### src/rtl/sertx_pkg.sv
package sertx_pkg;

  typedef enum logic [1:0] {
    ROUTE_LINE = 2'd0,
    ROUTE_LOOP = 2'd1,
    ROUTE_DROP = 2'd2
  } route_e;

  // Low-water level: half the depth, halved again per select step.
  function automatic int unsigned trig_level(input int unsigned depth,
                                             input logic [1:0] code);
    return (depth / 2) >> code;
  endfunction

  function automatic route_e pick_route(input logic loop, input logic rx);
    if (!loop) return ROUTE_LINE;
    if (rx) return ROUTE_LOOP;
    return ROUTE_DROP;
  endfunction

endpackage

### src/rtl/sertx_store.sv
module sertx_store #(
  parameter int DEPTH = 16,
  parameter int DW    = 8,
  localparam int AW   = $clog2(DEPTH),
  localparam int CW   = $clog2(DEPTH + 1)
) (
  input  logic          clk,
  input  logic          rst_n,
  input  logic          clr,
  input  logic          push,
  input  logic          pop,
  input  logic [DW-1:0] wdata,
  output logic [DW-1:0] rdata,
  output logic [CW-1:0] cnt,
  output logic [CW-1:0] cnt_nx,
  output logic          full,
  output logic          empty
);

  logic [DW-1:0] mem [DEPTH];
  logic [AW-1:0] rd_ptr, wr_ptr;

  function automatic logic [AW-1:0] ptr_inc(input logic [AW-1:0] p);
    return (p == AW'(DEPTH - 1)) ? '0 : p + 1'b1;
  endfunction

  assign full   = (cnt == CW'(DEPTH));
  assign empty  = (cnt == '0);
  assign rdata  = mem[rd_ptr];
  assign cnt_nx = clr ? '0 : cnt + CW'(push) - CW'(pop);

  always_ff @(posedge clk) begin
    if (push) mem[wr_ptr] <= wdata;
  end

  always_ff @(posedge clk or negedge rst_n) begin
    if (!rst_n) begin
      rd_ptr <= '0;
      wr_ptr <= '0;
      cnt    <= '0;
    end else if (clr) begin
      rd_ptr <= '0;
      wr_ptr <= '0;
      cnt    <= '0;
    end else begin
      if (push) wr_ptr <= ptr_inc(wr_ptr);
      if (pop)  rd_ptr <= ptr_inc(rd_ptr);
      cnt <= cnt_nx;
    end
  end

endmodule

### src/rtl/sertx_flags.sv
module sertx_flags #(
  parameter int CW = 5
) (
  input  logic          clk,
  input  logic          rst_n,
  input  logic          fifo_rst,
  input  logic          pop,
  input  logic          push,
  input  logic          dma,
  input  logic          stat_wr,
  input  logic          keep_dempty,
  input  logic          keep_tend,
  input  logic          irq_en,
  input  logic [CW-1:0] cnt_nx,
  input  logic [CW-1:0] trig,
  output logic          dempty,
  output logic          tend,
  output logic          irq_q,
  output logic          dempty_set,
  output logic          dempty_clr,
  output logic          tend_set,
  output logic          tend_clr
);

  logic above;

  assign above      = (cnt_nx > trig);
  assign dempty_set = pop && !above;
  assign dempty_clr = above && ((push && dma) || (stat_wr && !keep_dempty));
  assign tend_set   = pop && (cnt_nx == '0);
  assign tend_clr   = (push && dma) || (stat_wr && !keep_tend && (cnt_nx != '0));

  always_ff @(posedge clk or negedge rst_n) begin
    if (!rst_n) begin
      dempty <= 1'b1;
      tend   <= 1'b1;
      irq_q  <= 1'b0;
    end else if (fifo_rst) begin
      dempty <= 1'b1;
      tend   <= 1'b1;
      irq_q  <= irq_en;
    end else begin
      dempty <= dempty_set | (dempty & ~dempty_clr);
      tend   <= tend_set | (tend & ~tend_clr);
      irq_q  <= irq_en & (dempty_set | (irq_q & ~dempty_clr));
    end
  end

endmodule

### src/rtl/sertx_route.sv
module sertx_route #(
  parameter int DW = 8
) (
  input  logic          clk,
  input  logic          rst_n,
  input  logic          pop,
  input  logic [DW-1:0] pop_data,
  input  logic          loop_en,
  input  logic          rx_en,
  output logic          tx_valid,
  output logic [DW-1:0] tx_data,
  output logic          lb_valid,
  output logic [DW-1:0] lb_data
);
  import sertx_pkg::*;

  route_e dest;
  assign dest = pick_route(loop_en, rx_en);

  always_ff @(posedge clk or negedge rst_n) begin
    if (!rst_n) begin
      tx_valid <= 1'b0;
      lb_valid <= 1'b0;
      tx_data  <= '0;
      lb_data  <= '0;
    end else begin
      tx_valid <= pop && (dest == ROUTE_LINE);
      lb_valid <= pop && (dest == ROUTE_LOOP);
      if (pop && dest == ROUTE_LINE) tx_data <= pop_data;
      if (pop && dest == ROUTE_LOOP) lb_data <= pop_data;
    end
  end

endmodule

### src/rtl/sertx_fifo.sv
module sertx_fifo #(
  parameter int DEPTH = 16,
  parameter int DW    = 8,
  localparam int CW   = $clog2(DEPTH + 1)
) (
  input  logic          clk,
  input  logic          rst_n,
  input  logic          wr_en,
  input  logic [DW-1:0] wr_data,
  input  logic          wr_from_dma,
  input  logic          stat_wr,
  input  logic          stat_keep_dempty,
  input  logic          stat_keep_tend,
  input  logic [1:0]    trig_sel,
  input  logic          tx_enable,
  input  logic          frame_tick,
  input  logic          fifo_rst,
  input  logic          irq_enable,
  input  logic          loopback_en,
  input  logic          rx_enable,
  output logic          tx_valid,
  output logic [DW-1:0] tx_data,
  output logic          lb_valid,
  output logic [DW-1:0] lb_data,
  output logic [CW-1:0] tx_count,
  output logic          dempty_flag,
  output logic          tend_flag,
  output logic          tx_irq
);

  logic          full, empty;
  logic          pop_ok, push_ok;
  logic [CW-1:0] cnt_nx, trig;
  logic [DW-1:0] head_byte;
  logic          irq_q;
  logic          ev_dempty_set, ev_dempty_clr, ev_tend_set, ev_tend_clr;

  assign trig    = CW'(sertx_pkg::trig_level(DEPTH, trig_sel));
  assign pop_ok  = !fifo_rst && frame_tick && tx_enable && !empty;
  assign push_ok = !fifo_rst && wr_en && !full;
  assign tx_irq  = irq_q & irq_enable;

  sertx_store #(.DEPTH(DEPTH), .DW(DW)) u_store (
    .clk   (clk),
    .rst_n (rst_n),
    .clr   (fifo_rst),
    .push  (push_ok),
    .pop   (pop_ok),
    .wdata (wr_data),
    .rdata (head_byte),
    .cnt   (tx_count),
    .cnt_nx(cnt_nx),
    .full  (full),
    .empty (empty)
  );

  sertx_flags #(.CW(CW)) u_flags (
    .clk        (clk),
    .rst_n      (rst_n),
    .fifo_rst   (fifo_rst),
    .pop        (pop_ok),
    .push       (push_ok),
    .dma        (wr_from_dma),
    .stat_wr    (stat_wr && !fifo_rst),
    .keep_dempty(stat_keep_dempty),
    .keep_tend  (stat_keep_tend),
    .irq_en     (irq_enable),
    .cnt_nx     (cnt_nx),
    .trig       (trig),
    .dempty     (dempty_flag),
    .tend       (tend_flag),
    .irq_q      (irq_q),
    .dempty_set (ev_dempty_set),
    .dempty_clr (ev_dempty_clr),
    .tend_set   (ev_tend_set),
    .tend_clr   (ev_tend_clr)
  );

  sertx_route #(.DW(DW)) u_route (
    .clk     (clk),
    .rst_n   (rst_n),
    .pop     (pop_ok),
    .pop_data(head_byte),
    .loop_en (loopback_en),
    .rx_en   (rx_enable),
    .tx_valid(tx_valid),
    .tx_data (tx_data),
    .lb_valid(lb_valid),
    .lb_data (lb_data)
  );

endmodule

### config.mk
export PLATFORM = sky130hd
export DESIGN_NAME = sertx_fifo
export DESIGN_NICKNAME = d
export VERILOG_FILES = /design/src/rtl/sertx_pkg.sv /design/src/rtl/sertx_store.sv /design/src/rtl/sertx_flags.sv /design/src/rtl/sertx_route.sv /design/src/rtl/sertx_fifo.sv
export SDC_FILE = /design/constraint.sdc
export NUM_CORES = 1
export LEC_CHECK = 0
export BUFFER_PORTS_ARGS = -buffer_cell sky130_fd_sc_hd__buf_2
export CAP_MARGIN = 40
export CELL_PAD_IN_SITES_DETAIL_PLACEMENT = 0
export CELL_PAD_IN_SITES_GLOBAL_PLACEMENT = 1
export CORE_ASPECT_RATIO = 0.6
export CORE_MARGIN = 2
export CORE_UTILIZATION = 46
export CTS_CLUSTER_DIAMETER = 40
export DETAILED_ROUTE_END_ITERATION = 10
export PLACE_DENSITY_LB_ADDON = 0.1
export SYNTH_ARGS = -nofsm -noshare
export SYNTH_HDL_FRONTEND = slang
export SYNTH_SLANG_ARGS = --single-unit
### constraint.sdc
create_clock -name clk -period 5.5 [get_ports clk]
set_input_delay 0.275 -clock clk [delete_from_list [all_inputs] [get_ports clk]]
set_output_delay 0.275 -clock clk [all_outputs]
set_load 0.01 [all_outputs]
* Word-level counts from Yosys, hierarchy flattened
Memories as Yosys holds them, arrays and structs flattened.
Cells that the tools add are included.
** Storage, ports and cells
- Output and inout bits :: 26
- Bits in registers :: 34
- Logic and storage cells :: 79
- Memories kept :: 1
- RAM bits :: 128
- Input port bits :: 23
** Cells by class
- Magnitude comparators :: 1
- Add/sub/neg operators :: 4
- Reductions and logical operators :: 29
- Shift operators :: 1
- Equality and inequality tests :: 4
- Bitwise logic cells :: 10
- Mux-type cells :: 19
** Memory list
- u_store.mem :: depth 16, width 8, rd ports 1, clocked after Yosys merged registers in 0, wr ports 1, RTL line sertx_store.sv:20 : logic [DW-1:0] mem [DEPTH];
** Operator list (number)
- 4-bit 2-to-1 mux :: 6
- 1-bit logical AND :: 15
- 5-bit zero test :: 2
- 5-bit 2-to-1 mux :: 2
- 4-bit by 1-bit adder with 4-bit output, second input constant :: 2
- 4-bit == test, second input constant :: 2
- 2-bit 2-to-1 mux :: 4
- 1-bit 2-to-1 mux :: 7
- 1-bit zero test :: 6
- 5-bit by 1-bit adder with 5-bit output :: 1
- 1-bit bitwise AND :: 5
- 5-bit == test, second input constant :: 1
- 5-bit greater-than comparator :: 1
- 5-bit nonzero test :: 1
- 4-bit by 2-bit right shift with 5-bit output, first input constant :: 1
- 5-bit by 1-bit subtractor with 5-bit output :: 1
- 2-bit nonzero test :: 2
- 1-bit OR :: 3
- 2-bit by 1-bit == test with 1-bit output, second input constant :: 1
- 2-bit zero test :: 1
- 1-bit logical OR :: 2
- 1-bit inverter :: 2

* Depth between registers and ports, before layout
- Depth in word-level cells :: 13
- Mapped depth :: 17
- Gate-level depth less buffers :: 16

* By module
A second synthesis with hierarchy kept.
** Second synthesis, totals
- Cell total of the unflattened synthesis :: 413
- Area total of the unflattened synthesis :: 6947.9 µm²
** By module, submodules not included
- sertx_store :: area each 5868.1 µm², sequential area each 4169.0 µm², cells an instance 324, instances 1
- sertx_route :: area each 695.7 µm², sequential area each 450.4 µm², cells an instance 39, instances 1
- sertx_flags :: area each 322.8 µm², sequential area each 77.6 µm², cells an instance 41, instances 1
- sertx_fifo :: area each 61.3 µm², sequential area each 0.0 µm², cells an instance 9, instances 1

* Least setup slack after synthesis
OpenSTA, ideal clock, no wires.
- Path type :: register to register
- From :: register u_store.cnt[3]
- To :: register u_flags.dempty
- Setup time :: 0.084 ns
- Data required time :: 5.416 ns
- Path buffers :: 1
- Setup slack :: 1.893 ns
- Stages on the path, launching flop included :: 18
- Clock period less this slack :: 3.607 ns
- Arrival time :: 3.523 ns
- Path through :: dfrtp_1 -> inv_1 -> ha_1 -> or4b_1 -> and4_1 -> buf_6 -> ha_1 -> inv_1 -> ha_1 -> inv_1 -> fa_1 -> xor2_1 -> nor2_1 -> ha_1 -> nand2_1 -> o21a_1 -> o221a_1 -> a311o_1
** On the way
- Longest elaborated chain between the ends :: 12
- Elaborated cells on any way between the ends :: 19
- Classes of those cells :: 2 x add/sub; 1 x order compare; 1 x eq/ne; 2 x mux; 3 x bitwise; 10 x reduce/logical
** RTL lines
- start, declared :: RTL line sertx_store.sv:14 : output logic [CW-1:0] cnt,
- start signal, assigned :: RTL line sertx_store.sv:48 : cnt <= cnt_nx;
- 5-bit == test :: RTL line sertx_store.sv:27 : assign full = (cnt == CW'(DEPTH));
- 1-bit zero test :: RTL line sertx_fifo.sv:40 : assign push_ok = !fifo_rst && wr_en && !full;
- 1-bit logical AND :: RTL line sertx_fifo.sv:40
- 5-bit by 1-bit adder with 5-bit output :: RTL line sertx_store.sv:30 : assign cnt_nx = clr ? '0 : cnt + CW'(push) - CW'(pop);
- 5-bit by 1-bit subtractor with 5-bit output :: RTL line sertx_store.sv:30
- 5-bit 2-to-1 mux :: RTL line sertx_store.sv:30
- 5-bit greater-than comparator :: RTL line sertx_flags.sv:27 : assign above = (cnt_nx > trig);
- 1-bit logical AND :: RTL line sertx_flags.sv:29 : assign dempty_clr = above && ((push && dma) || (stat_wr && !keep_dempty));
- 1-bit inverter :: RTL line sertx_flags.sv:43 : dempty <= dempty_set | (dempty & ~dempty_clr);
- 1-bit bitwise AND :: RTL line sertx_flags.sv:43
- 1-bit OR * :: RTL line sertx_flags.sv:43
- 1-bit 2-to-1 mux * :: RTL line sertx_flags.sv:38 : end else if (fifo_rst) begin
- end signal, assigned :: RTL line sertx_flags.sv:43
- end, declared :: RTL line sertx_flags.sv:16 : output logic dempty,
Mark *: on every way between the ends. The rest lies on a longest branch, timed or not.
A chain may end at the register's enable or synchronous reset.

* Worst setup path in the final report
Ends and elaborated chain as after synthesis.

==> flow_summary.yaml <==
run_status:
  status: "finished, final reports clean"
synth:
  yosys_warnings: 0
  synth.ff_latch_count: 162
  synth-adder-area-share: 0.0308
  synth-async-reset-ratio: 0.210
  syn_area_per_cell_um2: 17.5
  synth_top_family_by_area: "multiplexers"
  synthFlopType: "edfxtp_1"
  synth_cell_types: 41
  synth_compound_area_frac: 0.0379
  synth_edf_count: 128
  syn_area_um2: 6740
  yosysSeqAreaShare: 0.697
  synth.area.mux_share: 0.146
  synth-xor-area-share: 0.00780
  syn_inst: 385
  syn-num-nets: 424
  synth-simple-area-share: 0.0598
route:
  drc: 0
  postRouteWirelength_um: 13600
  avgViaCountPerCell: 5.33
  wl_per_cell_um: 20.4
  drt-pass1-iter-count: 5
  first_iter_violations: 280
  ant_nets: 0
  num_vias: 3542
sta:
  fmax_mhz: 258
  min_period_ns: 3.87
  slew_headroom: 0.396
  worst_pin_slew_ns: 0.903
  maxSlewViolCount: 0
  rsz0062_at_grt: "no"
  final.period_utilization: 0.704
  fin_worst_skew_ns: 0.0134
  setup_ws_ns: 1.63
  whs_ns: 0.0924
  setup_viol: 0
  hold_viol_final: 0
  fin_tns_setup_ns: 0
clock_tree:
  root_buffer: "clkbuf_16"
  cts_buffers: 17
  postCtsResizedCells: 0
  tritoncts: "done"
  htree_levels: 4
  cts_setup_buffers: 0
  cts_max_path_buffers: 2
  postCtsHoldBufs: 1
  path_clk_slew_ns: 0.06
  cts_sinks: 162
  clkLatencyLatePin_ns: 0.42
final_layout:
  seq_area_um2: 4700
  fillers: 1128
  fin_nets: 492
  diodes: 0
  multi_input_area_um2: 1900
  area_growth_pct: 16.6
  drive_above_1_share: 0.324
  fin_util: 0.545
  stdcell_area_um2: 7860
floorplan:
  num_io_pins: 49
  num_rows: 34
  die_h_um: 97.8
  die_x_um: 160
  initial_core_util: 0.467
  dieArea_um2: 15700
  core_um2: 14400
power_and_ir_drop:
  p_leak_nw: 2.86
  vdd_ir_drop_max_v: 0.000180
  power_density_nw_per_um2: 413
critical_path:
  cp_num_buf_inv: 3
  crit_arrival_ns: 4.22
  cp_common_cell: "ha_1"
  worstSetupPathType: "register to register"
  endpoint_kind: "register"
  cp_max_fo: 10
  crit_required_ns: 5.85
  crit_path_start_kind: "register"
  max_stage_delay_ns: 0.42
  cp_top_family: "adder cells"
  cp_cell_sequence: "inv_1, ha_1, or4b_1, and4_1, ha_1, inv_1, ha_1, inv_1, fa_1, xor2_1, nor2_1, ha_1, nand2_1, o21a_1, o221a_1, a311o_1"
  crit_slowest_cell: "or4b_1"
place:
  dp_slack_ns: 1.65
  dpl-instance-area_um2: 7280
  port-buffer-count: 48
  gp_congestion: 0.825
  dpl.hpwl_um: 9580
grt:
  antenna_found_initial: 0
  grt_overflow: 0
  grt_pass1_vias: 3583
  grt_max_degree: 35
  grtUsageTotal: 0.187
  grt_pass1_wl_um: 21300
flow_run:
  cap_viol_max_count: 0
worst_hold_path:
  hold_path.class: "input port to register"
-- cells in the final DEF (no fill, tap or decap), types with 3 or more instances in the layout --
cell / instances
edfxtp_1: 128
buf_2: 48
mux4_2: 32
dfrtp_1: 31
nand2_1: 24
nor2_1: 24
clkbuf_16: 17
buf_4: 17
a22oi_1: 16
mux2_4: 16
ha_1: 15
inv_1: 13
a21oi_1: 11
nand2b_1: 7
nor2b_1: 5
nand3_1: 5
inv_6: 5
nor3_1: 4
xnor2_1: 3
xor2_1: 3
and2_1: 3
a31oi_1: 3
clkinv_4: 3
-- worst paths after layout --
path	slack, ns	end	cells past startpoint	start
setup / recovery	1.63	u_flags.dempty$_DFF_PN1_	16	u_store.cnt[3]$_DFF_PN0_
min in group asynchronous	0.47	u_store.wr_ptr[0]$_DFFE_PN0P_	2	rst_n
setup reg to reg	1.63	u_flags.dempty$_DFF_PN1_	16	u_store.cnt[3]$_DFF_PN0_
max in group asynchronous	4.46	u_store.rd_ptr[0]$_DFFE_PN0P_	2	rst_n
hold reg to reg	0.51	u_route.lb_data[0]$_DFFE_PN0P_	1	u_route.lb_data[0]$_DFFE_PN0P_
hold / removal	0.09	u_flags.irq_q$_DFF_PN0_	3	irq_enable
-- cells in the mapped netlist, types with 4 or more instances --
| cell type | n | share of area |
|---|---|---|
| edfxtp_1 | 128 | 0.57 |
| nand3_1 | 5 | 0.0037 |
| nor2b_1 | 5 | 0.0046 |
| clkbuf_1 | 8 | 0.0045 |
| a21oi_1 | 11 | 0.0082 |
| inv_1 | 13 | 0.0072 |
| a22oi_1 | 16 | 0.018 |
| nand2_1 | 24 | 0.013 |
| nor3_1 | 4 | 0.0030 |
| nor2_1 | 24 | 0.013 |
| dfrtp_1 | 32 | 0.12 |
| mux2_4 | 16 | 0.036 |
| nand2b_1 | 7 | 0.0065 |
| mux4_2 | 32 | 0.11 |
| ha_1 | 15 | 0.028 |
| buf_2 | 4 | 0.0030 |
-- registers in the layout (all words and copies together), names as in the netlist, 4 cells and up --
register,flops
u_route.tx_data,8
u_store.wr_ptr,4
u_store.rd_ptr,4
u_route.lb_data,8
u_store.mem,128
u_store.cnt,5
-- layer usage --
layer | GRT usage | wire, µm | up-vias
met2 | 0.255 | 5700 | 77
li1 | - | - | 1635
met1 | 0.301 | 7200 | 1826
met3 | 0.0459 | 622 | 4
met5 | 0 | 0 | -
met4 | 0.0478 | 53 | 0
-- layout make-up --
| type | instances | share of cell area |
|---|---|---|
| multi-input cells | 192 | 0.242 |
| well taps | 198 | 0.0315 |
| clock inverters | 14 | 0.0181 |
| clock buffers | 18 | 0.0546 |
| repair buffers | 67 | 0.0500 |
| flip-flops and latches | 162 | 0.598 |
| inverters | 13 | 0.00621 |
-- cell families (layout without fill, tap and decap cells) --
family | Yosys count | count (layout)
mux | 50 | 50
simple gates | 82 | 82
compound gates | 38 | 38
buf+inv | 31 | 112
xor+xnor | 6 | 6
fa+ha+maj | 16 | 16
flops | 162 | 162
-- metrics by stage --
stage / total power (W) / cells
5_1_grt: 0.00340 / 664
4_1_cts: 0.00328 / 664
2_1_floorplan: 0.00192 / 385
3_5_place_dp: 0.00213 / 631
3_3_place_gp: 0.00213 / 619
6_report: 0.00324 / 664
-- worst min-delay path: stages --
cell	delay (ns)
buf_2	0.10
o31ai_1	0.05
a31oi_1	0.04
-- power breakdown --
part	internal [W]	total (W)	switching, W
clock network	0.000637	0.00114	0.000500
registers	0.00142	0.00149	0.0000682
logic	0.000300	0.000616	0.000316
total	0.00236	0.00324	0.000884
Note: power is estimated with default switching activity, not from simulation.
